--- src/rtl/dca_pkg.sv ---
package dca_pkg;
  typedef enum logic [1:0] {
    VOTE_NONE = 2'd0,
    VOTE_UP   = 2'd1,
    VOTE_DN   = 2'd2
  } vote_e;
endpackage

--- src/rtl/dca_lane_qual.sv ---
module dca_lane_qual
  import dca_pkg::*;
(
  input  logic  prev_vld_i,
  input  logic  prev_i,
  input  logic  cur_i,
  input  logic  err_i,
  output vote_e vote_o
);
  // Repeated bit: the error sign gives the direction. For 11 a positive
  // error means too much correction (down); 00 mirrors it.
  always_comb begin
    vote_o = VOTE_NONE;
    if (prev_vld_i && (prev_i == cur_i)) begin
      vote_o = (cur_i ^ err_i) ? VOTE_UP : VOTE_DN;
    end
  end
endmodule

--- src/rtl/dca_vote_filter.sv ---
module dca_vote_filter
  import dca_pkg::*;
#(
  parameter int LANES = 4,
  parameter int ACC_W = 8
) (
  input  logic             clk,
  input  logic             rst_n,
  input  logic             en_i,
  input  vote_e            votes_i [LANES],
  input  logic [ACC_W-2:0] thresh_i,
  output logic             inc_o,
  output logic             dec_o
);
  localparam int SUM_W = $clog2(LANES + 1) + 1;
  localparam int EXT_W = ACC_W + 1;

  logic signed [SUM_W-1:0] vsum;
  logic signed [EXT_W-1:0] nxt, thr_pos, thr_neg;
  logic [ACC_W-2:0]        thr_eff;
  logic signed [ACC_W-1:0] acc_q, acc_d;
  logic                    hit_up, hit_dn;

  always_comb begin
    vsum = '0;
    for (int i = 0; i < LANES; i++) begin
      if (votes_i[i] == VOTE_UP)      vsum = vsum + SUM_W'(1);
      else if (votes_i[i] == VOTE_DN) vsum = vsum - SUM_W'(1);
    end
  end

  always_comb begin
    thr_eff = (thresh_i == '0) ? (ACC_W-1)'(1) : thresh_i;
    thr_pos = {2'b00, thr_eff};
    thr_neg = -thr_pos;
    nxt     = {acc_q[ACC_W-1], acc_q} + {{(EXT_W-SUM_W){vsum[SUM_W-1]}}, vsum};
    hit_up  = en_i && (nxt >= thr_pos);
    hit_dn  = en_i && (nxt <= thr_neg);
    acc_d   = acc_q;
    if (en_i) begin
      if (hit_up || hit_dn) acc_d = '0;
      else                  acc_d = nxt[ACC_W-1:0];
    end
  end

  always_ff @(posedge clk or negedge rst_n) begin
    if (!rst_n) acc_q <= '0;
    else        acc_q <= acc_d;
  end

  assign inc_o = hit_up;
  assign dec_o = hit_dn;

  AST_ACC_CLEARS: assert property (@(posedge clk) disable iff (!rst_n)
    $past(hit_up || hit_dn) |-> (acc_q == '0));
  AST_ACC_FROZEN: assert property (@(posedge clk) disable iff (!rst_n)
    !$past(en_i) |-> $stable(acc_q));
endmodule

--- src/rtl/dca_coef_track.sv ---
module dca_coef_track #(
  parameter int              COEF_W    = 8,
  parameter int              DITH_N    = 4,
  parameter logic [COEF_W-1:0] COEF_INIT = '0
) (
  input  logic              clk,
  input  logic              rst_n,
  input  logic              en_i,
  input  logic              inc_i,
  input  logic              dec_i,
  output logic [COEF_W-1:0] coef_o,
  output logic              step_o,
  output logic              dither_o
);
  localparam logic [COEF_W-1:0] COEF_MAX = '1;
  localparam int                CNT_W    = $clog2(DITH_N + 1);

  logic [COEF_W-1:0] coef_q, coef_d;
  logic              step_q, move_up, move_dn, moved;
  logic [DITH_N-1:0] dir_q, dir_d;
  logic [CNT_W-1:0]  cnt_q, cnt_d;
  logic              alt;

  always_comb begin
    move_up = inc_i && (coef_q != COEF_MAX);
    move_dn = dec_i && (coef_q != '0);
    moved   = move_up || move_dn;
    coef_d  = coef_q;
    if (move_up)      coef_d = coef_q + COEF_W'(1);
    else if (move_dn) coef_d = coef_q - COEF_W'(1);
    dir_d = dir_q;
    cnt_d = cnt_q;
    if (moved) begin
      dir_d = {dir_q[DITH_N-2:0], move_up};
      if (cnt_q != CNT_W'(DITH_N)) cnt_d = cnt_q + CNT_W'(1);
    end
  end

  always_ff @(posedge clk or negedge rst_n) begin
    if (!rst_n) begin
      coef_q <= COEF_INIT;
      step_q <= 1'b0;
      dir_q  <= '0;
      cnt_q  <= '0;
    end else begin
      step_q <= moved;
      if (moved) begin
        coef_q <= coef_d;
        dir_q  <= dir_d;
        cnt_q  <= cnt_d;
      end
    end
  end

  assign alt      = &(dir_q[DITH_N-2:0] ^ dir_q[DITH_N-1:1]);
  assign dither_o = (cnt_q == CNT_W'(DITH_N)) && alt;
  assign coef_o   = coef_q;
  assign step_o   = step_q;

  AST_UNIT_STEP: assert property (@(posedge clk) disable iff (!rst_n)
    step_q |-> ((coef_q == $past(coef_q) + COEF_W'(1)) ||
                (coef_q == $past(coef_q) - COEF_W'(1))));
  AST_QUIET_HOLDS: assert property (@(posedge clk) disable iff (!rst_n)
    !step_q |-> $stable(coef_q));
  AST_NO_WRAP: assert property (@(posedge clk) disable iff (!rst_n)
    ($past(coef_q) == COEF_MAX) |-> (coef_q != '0));
  AST_COEF_FROZEN: assert property (@(posedge clk) disable iff (!rst_n)
    !$past(en_i) |-> $stable(coef_q));
endmodule

--- src/rtl/dca_coef_adapt.sv ---
module dca_coef_adapt
  import dca_pkg::*;
#(
  parameter int              LANES     = 4,
  parameter int              COEF_W    = 8,
  parameter int              ACC_W     = 8,
  parameter int              DITH_N    = 4,
  parameter logic [COEF_W-1:0] COEF_INIT = COEF_W'(128)
) (
  input  logic              clk,
  input  logic              rst_n,
  input  logic              en_i,
  input  logic [LANES-1:0]  data_i,
  input  logic [LANES-1:0]  err_i,
  input  logic [ACC_W-2:0]  thresh_i,
  output logic [COEF_W-1:0] coef_o,
  output logic              step_o,
  output logic              dither_o
);
  logic  last_bit_q, last_vld_q;
  logic  pred     [LANES];
  logic  pred_vld [LANES];
  vote_e votes    [LANES];
  logic  inc, dec;

  // Last bit of the word tracks data even while adaptation is frozen.
  always_ff @(posedge clk or negedge rst_n) begin
    if (!rst_n) begin
      last_bit_q <= 1'b0;
      last_vld_q <= 1'b0;
    end else begin
      last_bit_q <= data_i[LANES-1];
      last_vld_q <= 1'b1;
    end
  end

  for (genvar k = 0; k < LANES; k++) begin : g_lane
    if (k == 0) begin : g_first
      assign pred[k]     = last_bit_q;
      assign pred_vld[k] = last_vld_q;
    end else begin : g_rest
      assign pred[k]     = data_i[k-1];
      assign pred_vld[k] = 1'b1;
    end

    dca_lane_qual u_qual (
      .prev_vld_i (pred_vld[k]),
      .prev_i     (pred[k]),
      .cur_i      (data_i[k]),
      .err_i      (err_i[k]),
      .vote_o     (votes[k])
    );

    AST_MIXED_SILENT: assert property (@(posedge clk) disable iff (!rst_n)
      (pred[k] != data_i[k]) |-> (votes[k] == VOTE_NONE));
  end

  dca_vote_filter #(
    .LANES (LANES),
    .ACC_W (ACC_W)
  ) u_filter (
    .clk      (clk),
    .rst_n    (rst_n),
    .en_i     (en_i),
    .votes_i  (votes),
    .thresh_i (thresh_i),
    .inc_o    (inc),
    .dec_o    (dec)
  );

  dca_coef_track #(
    .COEF_W    (COEF_W),
    .DITH_N    (DITH_N),
    .COEF_INIT (COEF_INIT)
  ) u_track (
    .clk      (clk),
    .rst_n    (rst_n),
    .en_i     (en_i),
    .inc_i    (inc),
    .dec_i    (dec),
    .coef_o   (coef_o),
    .step_o   (step_o),
    .dither_o (dither_o)
  );

  AST_FIRST_LANE_IDLE: assert property (@(posedge clk) disable iff (!rst_n)
    !last_vld_q |-> (votes[0] == VOTE_NONE));
  AST_ONE_DIRECTION: assert property (@(posedge clk) disable iff (!rst_n)
    !(inc && dec));
endmodule

--- config.mk ---
export PLATFORM = sky130hd
export DESIGN_NAME = dca_coef_adapt
export DESIGN_NICKNAME = d
export VERILOG_FILES = /design/src/rtl/dca_pkg.sv /design/src/rtl/dca_lane_qual.sv /design/src/rtl/dca_vote_filter.sv /design/src/rtl/dca_coef_track.sv /design/src/rtl/dca_coef_adapt.sv
export SDC_FILE = /design/constraint.sdc
export NUM_CORES = 1
export LEC_CHECK = 0
export BUFFER_PORTS_ARGS = -buffer_cell sky130_fd_sc_hd__buf_2
export CAP_MARGIN = 20
export CORE_MARGIN = 10
export CORE_UTILIZATION = 40
export CTS_CLUSTER_SIZE = 8
export DETAILED_ROUTE_END_ITERATION = 12
export PLACE_DENSITY_LB_ADDON = 0.3
export SLEW_MARGIN = 20
export SYNTH_ARGS = -nofsm -noshare
export SYNTH_HDL_FRONTEND = slang
export SYNTH_SLANG_ARGS = --single-unit
--- constraint.sdc ---
create_clock -name clk -period 8 [get_ports clk]
set_clock_uncertainty 0.1 [all_clocks]
set_input_delay 1.6 -clock clk [delete_from_list [all_inputs] [get_ports clk]]
set_output_delay 1.6 -clock clk [all_outputs]
set_load 0.005 [all_outputs]
==> metrics <==
H-tree levels=1; sequential-to-total area share from yosys stat=23.6%; area of the multi-input gates=2060 um2; outcome=complete, no violations; worst-path maximum fanout=6; Least-Margin Pin Slew=592 ps; Sink Count=26; Synth top area share=22.6%; antenna cell count=0; maxcap violations=0; fmax=0.132 GHz; final setup violating endpoints=0; register area=652 um2; most used cell, CP=a21oi_1; layout cells sized above 1=26.4%; Setup TNS=0 ps; Power Total=1.48 mW; DRC=0; Die X=103 um; Placement Cell Area=3180 um2; Yosys warning count=0; nets@finish=433; HPWL after DPL=4920 um; CTS Hold Bufs=0; worst hold path class=reg -> reg; Max-slew headroom=60.5%; number of instances in the synthesized netlist=320; Critical Path RT=8060 ps; post-route ant nets=0; crit-path max cell delay=390 ps; vias in the first global route=2359; PwrDens=441 nW/um2; CP Capture Type=flop; largest net degree at the start of global routing=27; Slew Limit Fails=0; total CTS buffers=3; number of fill cells=654; drt wl/cell=13.7 um; worst hold slack=400 ps; Root Driver=clkbuf_8; initial DRC count=120; Final Cycle Share=94.9%; Placer Congestion=0.859; Peak VDD IR=0.241 mV; #FFs+latches synth=26; fin crit period=7590 ps; most frequent cells after synthesis=ha_1, inv_1, dfrtp_1; vias=2444; Place WS=-137 ps; CTS tree=yes; initial core utilization=40.9%; Core Box Area=6760 um2; Synth area leaders=dfrtp_1, ha_1, xnor2_1; critical setup path kind=in -> reg; asr flop ratio synth=100%; area leader, netlist=dfrtp_1; area delta synth->final=21.6%; post-synthesis cell type count=59; global-route wire length before repair=10400 um; clk_lat worst skew=270 ps; dominant cell by count in the synthesized netlist=ha_1; Main synth FF type=dfrtp_1; number of synthesized flops with an enable pin=0; initial antenna violation count=0; Worst-path clk slew=90 ps; die height=103 um; critical path's slowest cell=fa_1; final WL=6240 um; syn avg cell area=8.65 um2; # IOs=28; Die Area=10600 um2; Hold Violations, Final=0; I/O Buffers=27; Total GRT Usage=11.7%; Pleak=1.62 nW; Syn Nets=377; GRT Residual Overflow=0; post-route design area=3360 um2; Critical Path Source Type=input pin; Initial DRT Pass Iterations=4; post-synthesis cell area=2770 um2; Via-to-Cell Ratio=5.37; arrival time at the worst endpoint=7650 ps; Rows=30; Max Root-Sink Buffers=2; setup ws final=407 ps
## timing repair
action	in CTS	in global routing
setup endpoints to repair	0	15
setup buffers	0	4
resized for setup	0	22
## logic make-up after synthesis
kind of cell | Yosys count | synth area share, %
other cells | 2 | 0.271
fa+ha+maj | 39 | 18.2
buf+inv | 39 | 5.65
flops | 26 | 23.6
mux | 12 | 4.79
simple gates | 91 | 17.5
compound gates | 87 | 22.4
xor+xnor | 24 | 7.60
## final cells by class
class	count	area share [%]
clock buffers	4	1.64
repair buffers	60	11.4
flip-flops and latches	26	19.4
multi-input cells	255	61.2
inverters	30	3.42
well taps	80	2.98
## through the flow
stage	utilization (%)	instances
2_1_floorplan	-	320
5_1_grt	49.8	455
4_1_cts	47.8	451
6_report	49.8	455
3_5_place_dp	47.0	447
3_3_place_gp	47.0	447
## worst max-delay path: cells and delay by family
kind            cells  cell delay [ps]
fa+ha+maj           5             1470
simple gates        8             1050
buf+inv             4              450
xor+xnor            3              330
compound gates     14             2300
mux                 2              460
## registers in the layout (all words and copies together), names as in the netlist
signal,flops
u_filter.acc_q,8
u_track.coef_o,8
u_track.dir_q,4
u_track.cnt_q,3
last_bit_q,1
last_vld_q,1
u_track.step_o,1
## path summary, 6_finish.rpt
check / start / slack, ps / depth (start not counted) / endpoint
max reg2reg: last_vld_q / 1460 / 32 / u_track.coef_o[6]
min in group asynchronous: rst_n / 1220 / 1 / u_track.coef_o[4]
min reg2reg: u_track.cnt_q[2] / 400 / 1 / u_track.cnt_q[2]
max: data_i[0] / 410 / 36 / u_track.coef_o[6]
max in group asynchronous: rst_n / 6180 / 1 / u_track.cnt_q[2]
min: u_track.cnt_q[2] / 400 / 1 / u_track.cnt_q[2]
## placed cells by master, fill, tap and decap left out, types with 7 or more instances in the layout
cell type / netlist / final
a21o_1: 11 / 11
a21oi_1: 22 / 19
buf_2: 2 / 27
buf_4: 0 / 33
dfrtp_1: 25 / 25
ha_1: 37 / 34
inv_1: 30 / 29
nand2_1: 19 / 19
nand3_1: 8 / 8
nor2_1: 22 / 22
nor2b_1: 7 / 7
o21ai_0: 11 / 8
o2bb2ai_1: 7 / 7
xnor2_1: 18 / 16
## layer usage
metal  vias up  GRT usage (%)  wire (um)
met5         -              0          0
met4         0           1.28         31
met3         4           2.08        200
met2        22           22.3       3220
met1      1153           13.6       2790
li1       1265              -          -
## where the power goes
| part | leakage [nW] | switching (mW) | internal, mW | total (mW) |
|---|---|---|---|---|
| combinational | 1.27 | 0.571 | 0.568 | 1.14 |
| clock | 0.0288 | 0.0417 | 0.0440 | 0.0857 |
| sequential | 0.313 | 0.0598 | 0.201 | 0.261 |
Power figures use the tool's default switching activity.
